==> config.mk <==
export PLATFORM = sky130hd
export DESIGN_NAME = cmg_deadtime_seq
export DESIGN_NICKNAME = d
export VERILOG_FILES = /design/src/rtl/cmg_pkg.sv /design/src/rtl/cmg_pol_sync.sv /design/src/rtl/cmg_zcs_detect.sv /design/src/rtl/cmg_dt_timer.sv /design/src/rtl/cmg_deadtime_seq.sv
export SDC_FILE = /design/constraint.sdc
export NUM_CORES = 1
export LEC_CHECK = 0
export ABC_AREA = 0
export BUFFER_PORTS_ARGS = -buffer_cell sky130_fd_sc_hd__buf_2
export CAP_MARGIN = 20
export CORE_ASPECT_RATIO = 1.4
export CORE_MARGIN = 5
export CORE_UTILIZATION = 61
export CTS_BUF_LIST = sky130_fd_sc_hd__clkbuf_16
export CTS_CLUSTER_SIZE = 12
export DETAILED_ROUTE_END_ITERATION = 12
export PLACE_DENSITY = 0.9
export SLEW_MARGIN = 0
export SYNTH_ARGS = -nofsm -noshare
export SYNTH_HDL_FRONTEND = slang
export SYNTH_SLANG_ARGS = --single-unit
export TNS_END_PERCENT = 30
==> constraint.sdc <==
create_clock -name clk -period 5.15 [get_ports clk]
set_input_delay 1.03 -clock clk [delete_from_list [all_inputs] [get_ports clk]]
set_output_delay 1.03 -clock clk [all_outputs]
set_load 0.05 [all_outputs]
==> src/rtl/cmg_pkg.sv <==
package cmg_pkg;
   typedef enum logic [1:0] {
      ST_HS_ON = 2'd0,
      ST_DT_LS = 2'd1,
      ST_LS_ON = 2'd2,
      ST_DT_HS = 2'd3
   } cmg_state_t;
endpackage

==> src/rtl/cmg_pol_sync.sv <==
module cmg_pol_sync #(
   parameter int SYNC_STAGES = 2
) (
   input  logic clk,
   input  logic rst_n,
   input  logic din,
   output logic dout
);
   logic [SYNC_STAGES-1:0] stg;

   generate
      if (SYNC_STAGES < 2) begin : g_bad_depth
         $error("cmg_pol_sync: SYNC_STAGES must be at least 2");
      end
      for (genvar i = 0; i < SYNC_STAGES; i++) begin : g_stage
         if (i == 0) begin : g_first
            always_ff @(posedge clk) begin
               if (!rst_n) stg[0] <= 1'b0;
               else        stg[0] <= din;
            end
         end else begin : g_next
            always_ff @(posedge clk) begin
               if (!rst_n) stg[i] <= 1'b0;
               else        stg[i] <= stg[i-1];
            end
         end
      end
   endgenerate

   assign dout = stg[SYNC_STAGES-1];
endmodule

==> src/rtl/cmg_zcs_detect.sv <==
module cmg_zcs_detect (
   input  logic clk,
   input  logic rst_n,
   input  logic pol_s,
   input  logic fall_evt,
   input  logic fall_hs,
   input  logic light_load,
   output logic zcs_flag,
   output logic ss_req,
   output logic flip
);
   logic ref_pol;
   logic cap_now;

   // capacitive: negative current at high-side turn-off, positive at low-side
   assign cap_now = !light_load && (fall_hs ? !pol_s : pol_s);

   always_ff @(posedge clk) begin
      if (!rst_n) begin
         zcs_flag <= 1'b0;
         ss_req   <= 1'b0;
         ref_pol  <= 1'b0;
      end else if (fall_evt) begin
         zcs_flag <= cap_now;
         ss_req   <= cap_now;
         ref_pol  <= pol_s;
      end else begin
         ss_req   <= 1'b0;
      end
   end

   assign flip = (pol_s != ref_pol);


   zcs_hold_chk: assert property (@(posedge clk) disable iff (!rst_n)
      !fall_evt |=> $stable(zcs_flag));

   light_block_chk: assert property (@(posedge clk) disable iff (!rst_n)
      (fall_evt && light_load) |=> (!zcs_flag && !ss_req));

   ss_pulse_chk: assert property (@(posedge clk) disable iff (!rst_n)
      ss_req |-> (zcs_flag && $past(fall_evt)));
endmodule

==> src/rtl/cmg_dt_timer.sv <==
module cmg_dt_timer #(
   parameter int NORM_CYC = 100,
   parameter int ZCS_CYC  = 15000
) (
   input  logic clk,
   input  logic rst_n,
   input  logic start,
   input  logic run,
   input  logic long_sel,
   output logic expired
);
   localparam int CW = $clog2(ZCS_CYC + 1);
   localparam logic [CW-1:0] NORM_LAST = CW'(NORM_CYC - 1);
   localparam logic [CW-1:0] ZCS_LAST  = CW'(ZCS_CYC - 1);

   generate
      if (NORM_CYC < 1) begin : g_bad_norm
         $error("cmg_dt_timer: NORM_CYC must be at least 1");
      end
      if (ZCS_CYC <= NORM_CYC) begin : g_bad_zcs
         $error("cmg_dt_timer: ZCS_CYC must exceed NORM_CYC");
      end
   endgenerate

   logic [CW-1:0] cnt;

   always_ff @(posedge clk) begin
      if (!rst_n)     cnt <= '0;
      else if (start) cnt <= '0;
      else if (run)   cnt <= cnt + CW'(1);
   end

   assign expired = long_sel ? (cnt == ZCS_LAST) : (cnt == NORM_LAST);


   cnt_bound_chk: assert property (@(posedge clk) disable iff (!rst_n)
      cnt <= ZCS_LAST);
endmodule

==> src/rtl/cmg_deadtime_seq.sv <==
module cmg_deadtime_seq #(
   parameter int CLK_HZ      = 100_000_000,
   parameter int NORM_DT_NS  = 1000,
   parameter int ZCS_DT_US   = 150,
   parameter int SYNC_STAGES = 2
) (
   input  logic clk,
   input  logic rst_n,
   input  logic hs_cmd,
   input  logic ls_cmd,
   input  logic cur_pos,
   input  logic slew_done,
   input  logic light_load,
   output logic hs_en,
   output logic ls_en,
   output logic zcs_flag,
   output logic ss_req
);
   import cmg_pkg::*;

   localparam int NORM_CYC = (CLK_HZ / 1000) * NORM_DT_NS / 1_000_000;
   localparam int ZCS_CYC  = (CLK_HZ / 1_000_000) * ZCS_DT_US;

   generate
      if (CLK_HZ < 1_000_000) begin : g_bad_clk
         $error("cmg_deadtime_seq: CLK_HZ must be at least 1 MHz");
      end
   endgenerate

   cmg_state_t state;
   logic hs_q, ls_q;
   logic hs_fall, ls_fall;
   logic fall_evt, fall_hs;
   logic dead, release_now, expired, flip, pol_s;

   always_ff @(posedge clk) begin
      if (!rst_n) begin
         hs_q <= 1'b0;
         ls_q <= 1'b0;
      end else begin
         hs_q <= hs_cmd;
         ls_q <= ls_cmd;
      end
   end

   assign hs_fall  = hs_q && !hs_cmd;
   assign ls_fall  = ls_q && !ls_cmd;
   assign fall_hs  = (state == ST_HS_ON);
   assign fall_evt = (fall_hs && hs_fall) || ((state == ST_LS_ON) && ls_fall);
   assign dead     = (state == ST_DT_LS) || (state == ST_DT_HS);
   assign release_now = dead && (slew_done || (zcs_flag && flip) || expired);

   cmg_pol_sync #(.SYNC_STAGES(SYNC_STAGES)) sync_i (
      .clk  (clk),
      .rst_n(rst_n),
      .din  (cur_pos),
      .dout (pol_s)
   );

   cmg_zcs_detect det_i (
      .clk       (clk),
      .rst_n     (rst_n),
      .pol_s     (pol_s),
      .fall_evt  (fall_evt),
      .fall_hs   (fall_hs),
      .light_load(light_load),
      .zcs_flag  (zcs_flag),
      .ss_req    (ss_req),
      .flip      (flip)
   );

   cmg_dt_timer #(.NORM_CYC(NORM_CYC), .ZCS_CYC(ZCS_CYC)) tmr_i (
      .clk     (clk),
      .rst_n   (rst_n),
      .start   (fall_evt),
      .run     (dead && !release_now),
      .long_sel(zcs_flag),
      .expired (expired)
   );

   always_ff @(posedge clk) begin
      if (!rst_n) begin
         state <= ST_HS_ON;
      end else begin
         unique case (state)
            ST_HS_ON: if (hs_fall)     state <= ST_DT_LS;
            ST_DT_LS: if (release_now) state <= ST_LS_ON;
            ST_LS_ON: if (ls_fall)     state <= ST_DT_HS;
            ST_DT_HS: if (release_now) state <= ST_HS_ON;
            default:                   state <= ST_HS_ON;
         endcase
      end
   end

   assign hs_en = (state == ST_HS_ON);
   assign ls_en = (state == ST_LS_ON);


   excl_chk: assert property (@(posedge clk) disable iff (!rst_n)
      !(hs_en && ls_en));

   ls_rise_chk: assert property (@(posedge clk) disable iff (!rst_n)
      $rose(ls_en) |-> $past(!hs_en));

   hs_rise_chk: assert property (@(posedge clk) disable iff (!rst_n)
      $rose(hs_en) |-> $past(!ls_en));

   slew_rel_chk: assert property (@(posedge clk) disable iff (!rst_n)
      (dead && slew_done) |=> !dead);
endmodule

## After elaboration in Yosys (flattened, before gate mapping)

Cells that the tools add are included.

- Add/subtract/negate cells: 1
- Eq/ne operators: 10
- Mux-type cells: 7
- Bitwise gates (word level): 1
- Reductions and logical operators: 21

Operators with widths:

| kind | number |
|---|---|
| adder 14 x 1 -> 14 bit, second input constant | 1 |
| == test 14 bit, second input constant | 1 |
| == test 14 x 7 -> 1 bit, second input constant | 1 |
| logical AND 1 bit | 8 |
| 2-to-1 mux 2 bit | 4 |
| one-hot mux 2 bit (4 select lines) | 1 |
| != test 2 bit, second input constant | 3 |
| zero test 1 bit | 5 |
| == test 2 bit, second input constant | 2 |
| logical OR 1 bit | 4 |
| AND reduction 4 bit | 1 |
| == test 2 x 1 -> 1 bit, second input constant | 1 |
| zero test 2 bit | 1 |
| 2-to-1 mux 1 bit | 2 |
| != test 2 x 1 -> 1 bit, second input constant | 1 |
| AND reduction 2 bit | 1 |
| OR reduction 2 bit | 1 |
| != test 1 bit | 1 |
| inverter 1 bit | 1 |

- Register bits after elaboration: 23
- Bits of input ports: 7
- Output and inout bits: 4
- Word-level logic and storage cells: 49

## Logic depth before layout (Yosys ltp)

- Depth in word-level cells: 7
- Mapped depth: 8
- Depth with buffers taken out: 7

## Cells and area by module

Synthesis repeated with hierarchy kept, for this count alone.

- Cell total of the unflattened synthesis: 122
- Area total of the unflattened synthesis: 1172.4 um2

By module, submodules not included:

| module | instances | cells each | area an instance (um2) | seq. area each (um2) |
|---|---|---|---|---|
| cmg_dt_timer | 1 | 82 | 739.5 | 280.3 |
| cmg_deadtime_seq | 1 | 25 | 257.7 | 80.1 |
| cmg_zcs_detect | 1 | 11 | 122.6 | 60.1 |
| cmg_pol_sync | 1 | 4 | 52.6 | 40.0 |

## Worst setup path after synthesis

OpenSTA, ideal clock, no wires.

- Path kind: in2reg
- Start point: input slew_done
- End point: register tmr_i.cnt[8]
- Library setup time: 0.128 ns
- Arrival time: 1.931 ns
- Required time: 5.022 ns
- Setup slack: 3.091 ns
- Stages on the path: 5
- Path buffers: 0
- Path through: nand2b_1 a2111oi_2 nand3_1 xor2_1 nor2_1

- Longest elaborated chain between the ends: 5

Ends and longest elaborated chain:

| item | RTL line | text |
|---|---|---|
| from (decl) | cmg_deadtime_seq.sv:12 | `input logic slew_done,` |
| logical OR 1 bit (2 in a row) | cmg_deadtime_seq.sv:51 | `assign release_now = dead && (slew_done \|\| (zcs_flag && flip) \|\| expired);` |
| logical AND 1 bit | cmg_deadtime_seq.sv:51 |  |
| zero test 1 bit | cmg_deadtime_seq.sv:76 | `.run (dead && !release_now),` |
| logical AND 1 bit | cmg_deadtime_seq.sv:76 |  |
| to (signal assigned) | cmg_dt_timer.sv:30 | `else if (run) cnt <= cnt + CW'(1);` |
| to (decl) | cmg_dt_timer.sv:25 | `logic [CW-1:0] cnt;` |

No other way between the ends.
A chain may end at the register's enable or synchronous reset.

## Worst setup path in the final report

- Start point: register state[1]
- End point: output hs_en

- Longest elaborated chain between the ends: 1

Ends and longest elaborated chain:

| item | RTL line | text |
|---|---|---|
| from (decl) | cmg_deadtime_seq.sv:30 | `cmg_state_t state;` |
| from (signal assigned) | cmg_deadtime_seq.sv:83 | `state <= ST_HS_ON;` |
| from (signal assigned) | cmg_deadtime_seq.sv:86 | `ST_HS_ON: if (hs_fall) state <= ST_DT_LS;` |
| from (signal assigned) | cmg_deadtime_seq.sv:87 | `ST_DT_LS: if (release_now) state <= ST_LS_ON;` |
| zero test 2 bit | cmg_deadtime_seq.sv:95 | `assign hs_en = (state == ST_HS_ON);` |
| to (decl) | cmg_deadtime_seq.sv:14 | `output logic hs_en,` |

No other way between the ends.

==> reports/metrics.yaml <==
period_share_pct: 43.90
clk_latency_ps: 260
rsz0062_at_grt: "false"
synth_top_family_by_area: "simple AND/OR/NAND/NOR gates"
cp-start-kind: "flop"
syn-cell-area_um2: 1157
antenna_found_initial: 0
synthXorXnorAreaFrac_pct: 7.568
synth_top_area_cell: "dfxtp_1"
vias_per_cell: 6.253
synth_edf_count: 0
first_pass_iters: 4
wire_per_inst_um: 15.39
diodes: 0
combPwrFrac_pct: 24.7
post_cts_buffers: 0
grt.total_usage_pct: 20.98
nets: 151
die_w_um: 46.82
post-route-min-period_ps: 2261
yosys_register_bits: 23
synthFlopType: "dfxtp_1"
port_buffers: 10
cpLargestDelayFamily: "buffers and inverters"
whs_path_depth: 1
worstMarginPinSlew_ps: 769.9
slew-limit-headroom_pct: 48.36
synth_compound_area_share_pct: 11.03
area_growth_pct: 11.35
top_layer_used: "met4"
cts_buffer_depth: 2
peakVddDrop_uv: 301.2
drt_iter0_drc: 40
cts_tree: "done"
final_hold_viol_count: 0
drcViolationCount: 0
syn_nets: 140
fin_tns_setup_ps: 0
synthAdderAreaFrac_pct: 5.405
grt_max_degree: 14
ctsHtreeMaxLevel: 1
p_seq_share_pct: 41.0
io_pins: 11
internal-power_w: 0.0003308
wl_met3_um: 122
met2_length_mm: 1.278
reg2reg_depth: 6
num_vias: 988
maxSlewViolCount: 0
muxShareOfSynthArea_pct: 4.324
cts_resized: 0
cp_num_buf_inv: 2
die_h_um: 61.54
critPathArrivalTime_ps: 1230
p_leak_nw: 0.5009
synthTopCellsByArea: "dfxtp_1, ha_1, xor2_1"
seq_area_frac_synth_pct: 39.78
cts_buffers: 3
met1Wirelength_um: 935
clock-sinks: 23
final_util_pct: 72.43
async_flop_share_pct: 0
grt_first_pass_wirelength_mm: 4.381
synth_cells: 128
synth_top_area_share_pct: 39.78
drive_gt1_share_pct: 13.04
drv_cap: 0
outcome: "finished clean"
detailed_place_hpwl_mm: 1.703
setup_viol: 0
power.density_cell_area_nw_per_um2: 376.4
start_util_pct: 65.05
clockRootBuffer: "clkbuf_16"
synth-simple-area-share_pct: 28.22
clk_pin_slew_ps: 60
path_cells: "inv_1, ha_1, buf_2"
switchingPower_w: 0.0001543
fmax_mhz: 442.3
r2r_slack_ps: 2950
die_area_um2: 2881
drt_wl_total_mm: 2.431
fin_worst_skew_ps: 2.095
slowest_stage: "dfxtp_1"
worst-setup-path-type: "flop to primary output"
synthDistinctLibCells: 34
pwr-share-clk_pct: 34.3
switching_share_pct: 31.80
detail-route-antenna-nets: 0
cp_slowest_stage_delay_ps: 340
gp_congestion: 0.8866
grt_overflow: 0
cp.depth: 3
hold_path.class: "flop to flop"
end_kind: "primary output"
core_um2: 1779
num_rows: 18
cts_hold_buf: 0
critPathMaxFanout: 5
required_ps: 4120
avgSynthCellArea_um2: 9.042
ys_warn_count: 0
grt_pass1_vias: 984
-- area by class of cell --
| class | instances | area [um2] |
|---|---|---|
| clock inverters | 1 | 5.005 |
| flip-flops and latches | 23 | 460.4 |
| repair buffers | 10 | 50.05 |
| well taps | 20 | 25.02 |
| inverters | 5 | 18.77 |
| fillers | 116 | 490.5 |
| multi-input cells | 96 | 654.4 |
| clock buffers | 3 | 75.07 |
-- registers in the layout, indices dropped and copies added (netlist names) --
register	count
det_i.ss_req	1
det_i.ref_pol	1
tmr_i.cnt	14
sync_i.stg	1
ls_q	1
state	2
hs_q	1
det_i.zcs_flag	1
sync_i.dout	1
-- path summary, 6_finish.rpt --
kind | from | to
worst min register to register | sync_i.stg[0] | sync_i.dout
worst max-delay path | state[1] | hs_en
worst max register to register | tmr_i.cnt[0] | state[0]
worst min-delay path | sync_i.stg[0] | sync_i.dout
-- through the flow --
| stage | worst slack (ps) | hold WS, ps | instances | instance area (um2) | total power (W) |
|---|---|---|---|---|---|
| 6_report | 2889 | 448.8 | 158 | 1289 | 0.0004851 |
| 5_1_grt | 2770 | 458.1 | 158 | 1289 | 0.0005087 |
| 4_1_cts | 2882 | 453.6 | 158 | 1289 | 0.0004849 |
| 3_5_place_dp | 2781 | 440.0 | 154 | 1209 | 0.0003219 |
| 3_3_place_gp | 2851 | 422.8 | 154 | 1209 | 0.0003149 |
| 2_1_floorplan | 3091 | 411.9 | 128 | 1157 | 0.0002999 |
-- kinds of logic after synthesis --
| kind of cell | count (synthesis) |
|---|---|
| buffers and inverters | 9 |
| DFF | 23 |
| xor gates and xnor gates | 10 |
| AOI/OAI and AO/OA | 18 |
| and+or+nand+nor | 58 |
| adders and majority gates | 5 |
| muxes | 5 |
-- placed cells by master, fill, tap and decap left out, types with 3 or more instances in the layout --
cell type | netlist | routed
clkbuf_16 | 0 | 3
and2_1 | 6 | 6
nand2_1 | 13 | 13
o21ai_0 | 6 | 6
dfxtp_1 | 23 | 23
ha_1 | 5 | 5
or3_1 | 3 | 3
nand3_1 | 7 | 7
inv_1 | 5 | 5
nor2_1 | 9 | 9
xor2_1 | 6 | 6
buf_2 | 1 | 10
xnor2_1 | 4 | 4
and4_1 | 3 | 3
mux2i_1 | 5 | 5
a21oi_1 | 4 | 4
-- power by group through the flow --
stage	Combinational [W]	Sequential [W]	Clock, W
floorplan	0.0000975	0.000202	0
global placement	0.000113	0.000202	0
detailed placement	0.000119	0.000202	0
CTS	0.000120	0.000199	0.000166
global route	0.000133	0.000200	0.000176
finish	0.000120	0.000199	0.000166
-- worst register-to-register path: stages (launching register included) --
cell and delay, ps:
dfxtp_1 390, ha_1 250, nor4b_1 270, nand2_1 120, o31ai_2 680, nand3_2 200
mux2i_1 170
-- cell usage after synthesis (2+ instances only) --
cell and n:
o21ai_0 6, ha_1 5, and4_1 3, o31ai_1 2, a21oi_1 4, xor2_1 6
and2_1 6, inv_1 5, a21o_1 2, or4_1 2, or3_1 3, nor2_1 9
nand4_1 2, nor4bb_1 2, nand2_1 13, nand3b_1 2, nor4b_1 2, nand3_1 7
clkbuf_1 2, dfxtp_1 23, xnor2_1 4, mux2i_1 5, and3_1 2
-- layer usage --
metal  global-route usage (%)  up-vias
met5                        0        -
met4                    10.67        0
met3                    2.924       13
met2                    36.50       38
met1                    24.24      463
li1                         -      474
Power figures use the tool's default switching activity.
